$ cat config.mk
export PLATFORM = sky130hd
export DESIGN_NAME = pic_core
export DESIGN_NICKNAME = d
export VERILOG_FILES = /design/src/rtl/pic_pkg.sv /design/src/rtl/pic_cfg.sv /design/src/rtl/pic_irr.sv /design/src/rtl/pic_resolve.sv /design/src/rtl/pic_core.sv
export SDC_FILE = /design/constraint.sdc
export NUM_CORES = 1
export LEC_CHECK = 0
export ABC_CLOCK_PERIOD_IN_PS = 2630
export BUFFER_PORTS_ARGS = -buffer_cell sky130_fd_sc_hd__buf_4
export CORE_MARGIN = 2
export CORE_UTILIZATION = 47
export CTS_CLUSTER_SIZE = 14
export DETAILED_ROUTE_END_ITERATION = 8
export GPL_TIMING_DRIVEN = 1
export PLACE_DENSITY = 0.73
export REMOVE_ABC_BUFFERS = 1
export SYNTH_ARGS = -nofsm -noshare
export SYNTH_HDL_FRONTEND = slang
export SYNTH_SLANG_ARGS = --single-unit
export TNS_END_PERCENT = 1
$ cat constraint.sdc
create_clock -name clk -period 2.63 [get_ports clk]
set_clock_uncertainty 0.05 [all_clocks]
set_input_delay 0 -clock clk [delete_from_list [all_inputs] [get_ports clk]]
set_output_delay 0 -clock clk [all_outputs]
set_load 0.02 [all_outputs]
$ cat src/rtl/pic_pkg.sv
package pic_pkg;
  localparam int NIRQ  = 8;
  localparam int IDX_W = $clog2(NIRQ);
  localparam int BASE_W = 8 - IDX_W;

  typedef enum logic [1:0] {
    CFG_RUN  = 2'd0,
    CFG_BASE = 2'd1,
    CFG_CASC = 2'd2,
    CFG_MODE = 2'd3
  } cfg_st_e;

  // Index of the lowest-numbered set bit (highest priority); 0 when empty.
  function automatic logic [IDX_W-1:0] low_idx(input logic [NIRQ-1:0] v);
    low_idx = '0;
    for (int i = NIRQ - 1; i >= 0; i--)
      if (v[i]) low_idx = IDX_W'(i);
  endfunction
endpackage

$ cat src/rtl/pic_cfg.sv
module pic_cfg
  import pic_pkg::*;
(
  input  logic              clk,
  input  logic              rst_n,
  input  logic              role_master,
  input  logic              bus_wr,
  input  logic              bus_addr,
  input  logic [7:0]        bus_wdata,
  output logic              init_start,
  output logic              cfg_done,
  output logic              level_mode,
  output logic              auto_end,
  output logic [BASE_W-1:0] vec_base,
  output logic [NIRQ-1:0]   slave_map
);
  cfg_st_e st_q;
  logic    need_casc_q, need_mode_q;
  logic    odd_wr;

  assign init_start = bus_wr && !bus_addr && bus_wdata[4];
  assign odd_wr     = bus_wr && bus_addr;
  assign cfg_done   = (st_q == CFG_RUN);

  always_ff @(posedge clk or negedge rst_n) begin
    if (!rst_n) begin
      st_q        <= CFG_RUN;
      need_casc_q <= 1'b0;
      need_mode_q <= 1'b0;
      level_mode  <= 1'b0;
      auto_end    <= 1'b0;
      vec_base    <= '0;
      slave_map   <= '0;
    end else if (init_start) begin
      st_q        <= CFG_BASE;
      level_mode  <= bus_wdata[3];
      need_casc_q <= !bus_wdata[1];
      need_mode_q <= bus_wdata[0];
      auto_end    <= 1'b0;
      slave_map   <= '0;
    end else if (odd_wr) begin
      unique case (st_q)
        CFG_BASE: begin
          vec_base <= bus_wdata[7:IDX_W];
          st_q     <= need_casc_q ? CFG_CASC : (need_mode_q ? CFG_MODE : CFG_RUN);
        end
        CFG_CASC: begin
          slave_map <= role_master ? bus_wdata : '0;
          st_q      <= need_mode_q ? CFG_MODE : CFG_RUN;
        end
        CFG_MODE: begin
          auto_end <= bus_wdata[1];
          st_q     <= CFG_RUN;
        end
        default: ;
      endcase
    end
  end
endmodule

$ cat src/rtl/pic_irr.sv
module pic_irr
  import pic_pkg::*;
(
  input  logic            clk,
  input  logic            rst_n,
  input  logic            level_mode,
  input  logic [NIRQ-1:0] irq_in,
  input  logic [NIRQ-1:0] take_oh,
  output logic [NIRQ-1:0] irr
);
  for (genvar g = 0; g < NIRQ; g++) begin : g_line
    logic prev_q;
    always_ff @(posedge clk or negedge rst_n) begin
      if (!rst_n) begin
        prev_q <= 1'b0;
        irr[g] <= 1'b0;
      end else begin
        prev_q <= irq_in[g];
        if (level_mode) irr[g] <= irq_in[g];
        else            irr[g] <= (irr[g] && !take_oh[g]) || (irq_in[g] && !prev_q);
      end
    end
  end
endmodule

$ cat src/rtl/pic_resolve.sv
module pic_resolve
  import pic_pkg::*;
(
  input  logic [NIRQ-1:0]  irr,
  input  logic [NIRQ-1:0]  imr,
  input  logic [NIRQ-1:0]  isr,
  input  logic             smm,
  output logic             any,
  output logic [IDX_W-1:0] idx
);
  logic [NIRQ-1:0] allowed, cand;

  // allowed[i]: no input at or above priority i is in service
  assign allowed[0] = !isr[0];
  for (genvar g = 1; g < NIRQ; g++) begin : g_allow
    assign allowed[g] = allowed[g-1] && !isr[g];
  end

  assign cand = smm ? (irr & ~imr & ~isr) : (irr & ~imr & allowed);
  assign any  = |cand;
  assign idx  = low_idx(cand);
endmodule

$ cat src/rtl/pic_core.sv
module pic_core
  import pic_pkg::*;
(
  input  logic       clk,
  input  logic       rst_n,
  input  logic       role_master,
  input  logic       bus_wr,
  input  logic       bus_rd,
  input  logic       bus_addr,
  input  logic [7:0] bus_wdata,
  output logic [7:0] bus_rdata,
  input  logic [7:0] irq_in,
  output logic       vec_valid,
  input  logic       vec_ready,
  output logic [7:0] vec_data,
  output logic       cas_en,
  output logic [2:0] cas_id
);
  logic              init_start, cfg_done, level_mode, aeoi_w;
  logic [BASE_W-1:0] vec_base;
  logic [NIRQ-1:0]   slave_map, irr_w, isr_q, isr_d, imr_q, take_oh;
  logic              any_w, take, poll_take;
  logic [IDX_W-1:0]  win_idx;
  logic              rsel_isr_q, smm_q, poll_q;
  logic              cmd_wr, eoi_ns, eoi_sp, ocw_rb;

  pic_cfg u_cfg (
    .clk, .rst_n, .role_master, .bus_wr, .bus_addr, .bus_wdata,
    .init_start, .cfg_done, .level_mode, .auto_end(aeoi_w),
    .vec_base, .slave_map
  );

  pic_irr u_irr (
    .clk, .rst_n, .level_mode, .irq_in, .take_oh, .irr(irr_w)
  );

  pic_resolve u_res (
    .irr(irr_w), .imr(imr_q), .isr(isr_q), .smm(smm_q),
    .any(any_w), .idx(win_idx)
  );

  assign vec_valid = any_w && cfg_done;
  assign vec_data  = {vec_base, win_idx};
  assign cas_en    = vec_valid && role_master && slave_map[win_idx];
  assign cas_id    = cas_en ? win_idx : '0;

  assign poll_take = bus_rd && !bus_addr && poll_q && cfg_done;
  assign take      = vec_valid && (vec_ready || poll_take);
  assign take_oh   = take ? (NIRQ'(1) << win_idx) : '0;

  assign cmd_wr = bus_wr && !bus_addr && cfg_done;
  assign eoi_ns = cmd_wr && bus_wdata[4:3] == 2'b00 && bus_wdata[7:5] == 3'b001;
  assign eoi_sp = cmd_wr && bus_wdata[4:3] == 2'b00 && bus_wdata[7:5] == 3'b011;
  assign ocw_rb = cmd_wr && bus_wdata[4:3] == 2'b01;

  always_comb begin
    isr_d = isr_q;
    if (take && !aeoi_w)      isr_d[win_idx] = 1'b1;
    if (eoi_ns && (|isr_q))   isr_d[low_idx(isr_q)] = 1'b0;
    if (eoi_sp)               isr_d[bus_wdata[IDX_W-1:0]] = 1'b0;
    if (init_start)           isr_d = '0;
  end

  always_ff @(posedge clk or negedge rst_n) begin
    if (!rst_n) begin
      isr_q      <= '0;
      imr_q      <= '1;
      rsel_isr_q <= 1'b0;
      smm_q      <= 1'b0;
      poll_q     <= 1'b0;
    end else begin
      isr_q <= isr_d;
      if (init_start) begin
        imr_q      <= '0;
        rsel_isr_q <= 1'b0;
        smm_q      <= 1'b0;
        poll_q     <= 1'b0;
      end else begin
        if (bus_wr && bus_addr && cfg_done) imr_q <= bus_wdata;
        if (bus_rd && !bus_addr) poll_q <= 1'b0;
        if (ocw_rb) begin
          if (bus_wdata[1]) rsel_isr_q <= bus_wdata[0];
          if (bus_wdata[6]) smm_q      <= bus_wdata[5];
          if (bus_wdata[2]) poll_q     <= 1'b1;
        end
      end
    end
  end

  always_comb begin
    if (bus_addr)        bus_rdata = imr_q;
    else if (poll_q)     bus_rdata = {vec_valid, {(7-IDX_W){1'b0}}, win_idx};
    else if (rsel_isr_q) bus_rdata = isr_q;
    else                 bus_rdata = irr_w;
  end
endmodule

Yosys cells after proc, flatten, opt, wreduce, memory -nomap -nowiden
Index checks and enable logic that the tools add are counted.
W data, S select, Z words.
- register bits: 54
- input bits: 23
- word-level logic and storage cells: 217
- output and inout port bits: 21
- shift-type cells: 1
- multiplexer cells: 67
- $lt $le $gt $ge: 6
- reductions and logical operators: 98
- bitwise gates (word level): 11
- equal/unequal tests: 6
- operators with widths (cell ; number):
    $mux W8 ; 15
    $mux W3 ; 18
    $logic_and A1 B1 Y1 ; 44
    $and A8 B8 Y8 ; 5
    $not A8 Y8 ; 4
    $logic_not A1 Y1 ; 27
    $mux W1 ; 25
    $reduce_or A8 Y1 ; 2
    $reduce_bool A2 Y1 ; 7
    $lt A3 B4 Y1 const B ; 3
    $reduce_and A2 Y1 ; 5
    $demux W1 S3 ; 3
    $ge A3 B1 Y1 const B ; 3
    $logic_or A1 B1 Y1 ; 9
    $mux W2 ; 4
    $or A8 B8 Y8 ; 1
    $shl A1 B3 Y8 const A ; 1
    $pmux W2 S3 ; 1
    $eq A2 B1 Y1 const B ; 2
    $eq A2 B2 Y1 const B ; 2
    $logic_not A2 Y1 ; 2
    $reduce_bool A4 Y1 ; 1
    $bmux W1 S3 ; 1
    $eq A3 B1 Y1 const B ; 1
    3 further kinds ; 3

Depth between registers and ports, before layout
- word-level depth: 29
- depth in mapped cells: 10

Hierarchy
A second synthesis with hierarchy kept.
- cell total of the unflattened synthesis: 323
- area total of the unflattened synthesis: 3136.8 um2
- by module, submodules not included (module ; area an instance (um2) ; cells an instance ; instances):
    pic_core ; 1416.4 ; 174 ; 1
    pic_cfg ; 920.9 ; 77 ; 1
    pic_irr ; 596.8 ; 41 ; 1
    pic_resolve ; 202.7 ; 31 ; 1

Least setup slack after synthesis
Ideal clock, no wire load.
- path type: reg2out
- start: register isr_q[1]
- end: output cas_id[0]
- data arrival time: 2.844 ns
- slack: -0.264 ns
- buffers on the path: 1
- cell stages (with the launch flop): 9
- cells stage by stage: dfrtp_1 -> buf_6 -> nor4_4 -> o2111ai_1 -> a2111o_1 -> mux2_4 -> a2111o_1 -> o22ai_1 -> and2_1
- cells in the longest elaborated chain, start to end: 22
- ends and longest elaborated chain (item ; RTL line ; RTL):
    from (decl) ; pic_core.sv:21 ; logic [NIRQ-1:0] slave_map, irr_w, isr_q, isr_d, imr_q, take_oh;
    from (signal assigned) ; pic_core.sv:72 ; isr_q <= isr_d;
    $logic_not A1 Y1 ; pic_resolve.sv:16 ; assign allowed[g] = allowed[g-1] && !isr[g];
    $logic_and A1 B1 Y1 (7 in series) ; pic_resolve.sv:16 ;
    $and A8 B8 Y8 ; pic_resolve.sv:19 ; assign cand = smm ? (irr & ~imr & ~isr) : (irr & ~imr & allowed);
    $mux W8 * ; pic_resolve.sv:19 ;
    $mux W3 (8 in series) ; pic_pkg.sv:17 ; if (v[i]) low_idx = IDX_W'(i);
    $bmux W1 S3 ; pic_core.sv:44 ; assign cas_en = vec_valid && role_master && slave_map[win_idx];
    $mux W1 (not written as such) ; pic_core.sv:44 ;
    $logic_and A1 B1 Y1 * ; pic_core.sv:44 ;
    via cas_en ; pic_core.sv:16 ; output logic cas_en,
    $mux W3 * ; pic_core.sv:45 ; assign cas_id = cas_en ? win_idx : '0;
    to (decl) ; pic_core.sv:17 ; output logic [2:0] cas_id
The timed path passes the listed nets; every way through them passes the cells marked *. The select of a mux whose other input is x is not followed.

Worst setup path in the final report
- start: register isr_q[1]
- end: output cas_id[1]
- cells in the longest elaborated chain, start to end: 22
- ends and longest elaborated chain (item ; RTL line):
    $logic_not A1 Y1 ; pic_resolve.sv:16
    $logic_and A1 B1 Y1 (7 in series) ; pic_resolve.sv:16
    $and A8 B8 Y8 ; pic_resolve.sv:19
    $mux W8 * ; pic_resolve.sv:19
    $mux W3 (8 in series) ; pic_pkg.sv:17
    $bmux W1 S3 ; pic_core.sv:44
    $mux W1 (not written as such) ; pic_core.sv:44
    $logic_and A1 B1 Y1 ; pic_core.sv:44
    $mux W3 * ; pic_core.sv:45
Every way passes the cells marked *; elsewhere a longest branch is shown, timed or not. The select of a mux whose other input is x is not followed.

==> impl_metrics.json <==
{
  "reg2reg_to": "u_irr.irr[5]",
  "post_synth_main_area_contributors": "dfrtp_1, nand2_1, dfstp_2",
  "hold_start": "bus_wr",
  "drv_cap": 0,
  "p_leak_nw": 1.76,
  "drtPass1Iterations": 5,
  "clockBufferDepth": 2,
  "finalWeightedCongestion": 0.902,
  "antenna_found_initial": 0,
  "rsz0062_at_grt": "yes",
  "synth_top_cell_by_area": "dfrtp_1",
  "clk_latency_ns": 0.31,
  "dpl_worst_slack_ns": -0.0406,
  "die_w_um": 84.4,
  "ys_warn_count": 0,
  "start_kind": "register",
  "synth_edf_count": 0,
  "violations": "setup timing",
  "slowest_delay_ns": 0.48,
  "cp_data_arrival_time_ns": 2.84,
  "start_util": 0.481,
  "fin_crit_ns": 2.89,
  "layout_setup_ws_ns": -0.258,
  "power_mw": 4.43,
  "power_density_mw_per_mm2": 1120,
  "cts.htree.levels": 2,
  "gr-usage-all-layers": 0.265,
  "crit_path_top_delay_cell": "a2111o_1",
  "hold_viol": 0,
  "period_share": 1.10,
  "overflow": 0,
  "cts.clk_slew.worst_paths_ns": 0.10,
  "die_h_um": 84.4,
  "relSlewSlack": 0.545,
  "synth_flop_cell": "dfrtp_1",
  "grt_pass1_wl_um": 15000,
  "syn2layout_area_growth_pct": 30.2,
  "synth_sequential_area_ratio": 0.448,
  "crit_fanout": 9,
  "ys_types": 53,
  "vdd_drop_max_mv": 0.774,
  "critPathMostFrequentCell": "a2111o_1",
  "syn_inst": 361,
  "synthMuxAreaShare": 0.0412,
  "cts_sinks": 54,
  "synth_seq_cells": 54,
  "whs_path_depth": 4,
  "num_vias": 3080,
  "dp_hpwl_um": 6640,
  "syn-cell-area_mm2": 0.00304,
  "synth_simple_gate_area_frac": 0.266,
  "ant_nets": 0,
  "holdPathEnd": "u_cfg.st_q[0]",
  "crit_chain": "buf_4 > nor2_1 > o211a_1 > a2111o_1 > mux2_4 > a2111o_1 > o22ai_2 > and2_1 > buf_6",
  "cts_buffers": 5,
  "synth_area_per_cell_um2": 8.41,
  "synth_xor_area_frac": 0,
  "critPathRequiredTime_ns": 2.58,
  "netlist.area_leader.share": 0.379,
  "grt_max_degree": 55,
  "drc_errors": 0,
  "cts-root-buf": "clkbuf_8",
  "port_buffers": 43,
  "r2r_start": "isr_q[1]",
  "dieArea_mm2": 0.00712,
  "via_per_inst": 5.99,
  "wl_per_cell_um": 17.8,
  "drt-initial-drc-count": 349,
  "final_common_cell": "nand2_1",
  "drv_slew": 0,
  "worst_pin_slew_ns": 0.683,
  "final_nets": 459,
  "async_flop_share": 1.00,
  "synth_compound_area_frac": 0.195,
  "grt_pass1_vias": 2939,
  "crit_type": "reg2out",
  "ioPinCount": 44,
  "routed_wl_um": 9170,
  "cp-startpoint": "isr_q[1]",
  "synth_top_family_by_area": "simple AND/OR/NAND/NOR gates",
  "hp-class": "in2reg",
  "drive_gt1_frac": 0.245,
  "diodes": 0,
  "final_cell_mix": "nand2_1, buf_4, dfrtp_1",
  "fmax_mhz": 346,
  "status": "finished, violations left",
  "ff2ff_setup_slack_ns": -0.04,
  "cts_tree": "built",
  "synth-adder-area-share": 0,
  "setup_viol": 7,
  "cp-end-kind": "primary output",
  "rows": 29,
  "core-area_mm2": 0.00631,
  "reg2reg_depth": 10
}
-- critical path: cells and delay by family, from the launching register on --
family	cells	cell delay [ns]
compound gates	4	1.31
flops	1	0.40
mux	1	0.32
buf+inv	2	0.30
simple gates	2	0.22
-- metrics by stage --
stage                     hold WS, ns  TNS, ns   util  instance area [um^2]  instances
after floorplan                -0.346   -0.708      -                  2950        340
after global placement         0.0391        0  0.564                  3560        484
after detailed placement       0.0375  -0.0765  0.564                  3560        484
after CTS                      0.0886    -1.13  0.619                  3910        513
after global routing            0.135    -2.03  0.626                  3950        514
final                           0.101    -1.08  0.626                  3950        514
-- kinds of logic (layout without fill, tap and decap cells) --
kind of cell | after synthesis | count (layout)
buffers and inverters | 37 | 113
AND/OR/NAND/NOR | 167 | 167
flip-flops | 54 | 54
AO/OA/AOI/OAI | 91 | 91
multiplexers | 12 | 12
-- final cells by class --
class	instances	area, um^2
inverters	16	63.8
well taps	77	96.3
flip-flops and latches	54	1360
repair buffers	89	743
multi-input cells	270	1570
clock inverters	1	30.0
fillers	560	2360
clock buffers	7	86.3
-- worst max-delay path by stage --
stage	end	slack [ns]
2_1_floorplan	cas_id[0]	-0.30
3_3_place_gp	cas_id[1]	0.02
3_5_place_dp	cas_id[0]	-0.04
4_1_cts	cas_id[0]	-0.26
5_1_grt	cas_id[1]	-0.34
6_report	cas_id[1]	-0.26
-- state kept, by name (all words and copies together) (netlist names) --
signal               count
u_irr.g_line.prev_q      8
u_cfg.slave_map          8
u_cfg.need_mode_q        1
u_cfg.vec_base           5
imr_q                    8
rsel_isr_q               1
u_cfg.need_casc_q        1
u_cfg.auto_end           1
u_cfg.level_mode         1
poll_q                   1
smm_q                    1
isr_q                    8
u_irr.irr                8
u_cfg.st_q               2
-- power breakdown --
part | leakage [nW] | internal (mW) | switching [mW]
logic | 1.04 | 1.11 | 1.45
registers | 0.662 | 1.07 | 0.216
clock network | 0.0585 | 0.311 | 0.273
total | 1.76 | 2.49 | 1.94
-- synth_stat cells, types with 2 or more instances --
cell	number
or4_1	3
a31oi_1	4
nor2_1	29
a2111o_1	2
dfrtp_1	46
o311ai_0	2
nand2_1	67
and2_1	3
dfstp_2	8
a32oi_1	3
nand3b_1	2
or3_1	5
a31o_2	4
nand2b_1	3
and3_1	4
buf_2	2
or2_2	4
buf_1	3
a21oi_1	27
a2111oi_0	3
nor3_1	12
or3b_2	2
nor2b_1	4
clkbuf_1	14
o211a_1	2
o31ai_1	2
o221ai_1	2
nor4_1	2
mux2i_1	11
nor3b_1	7
inv_1	15
o21ai_0	23
nand3_1	17
a21boi_0	5
-- per-layer routing --
| metal | vias up | part of all wire | GRT usage |
|---|---|---|---|
| li1 | 1422 | - | - |
| met1 | 1484 | 0.42 | 0.367 |
| met2 | 149 | 0.49 | 0.439 |
| met3 | 25 | 0.073 | 0.0393 |
| met4 | 0 | 0.023 | 0.0693 |
| met5 | - | 0 | 0 |
-- what timing repair did --
action | CTS | global route
hold endpoints to repair | 85 | 0
buffers inserted | 2 | 1
pin swaps | 7 | 4
resized for setup | 7 | 14
endpoints found under the setup margin | 6 | 17
hold buffers | 19 | 0
No activity file was read; power rests on OpenSTA's default activity.
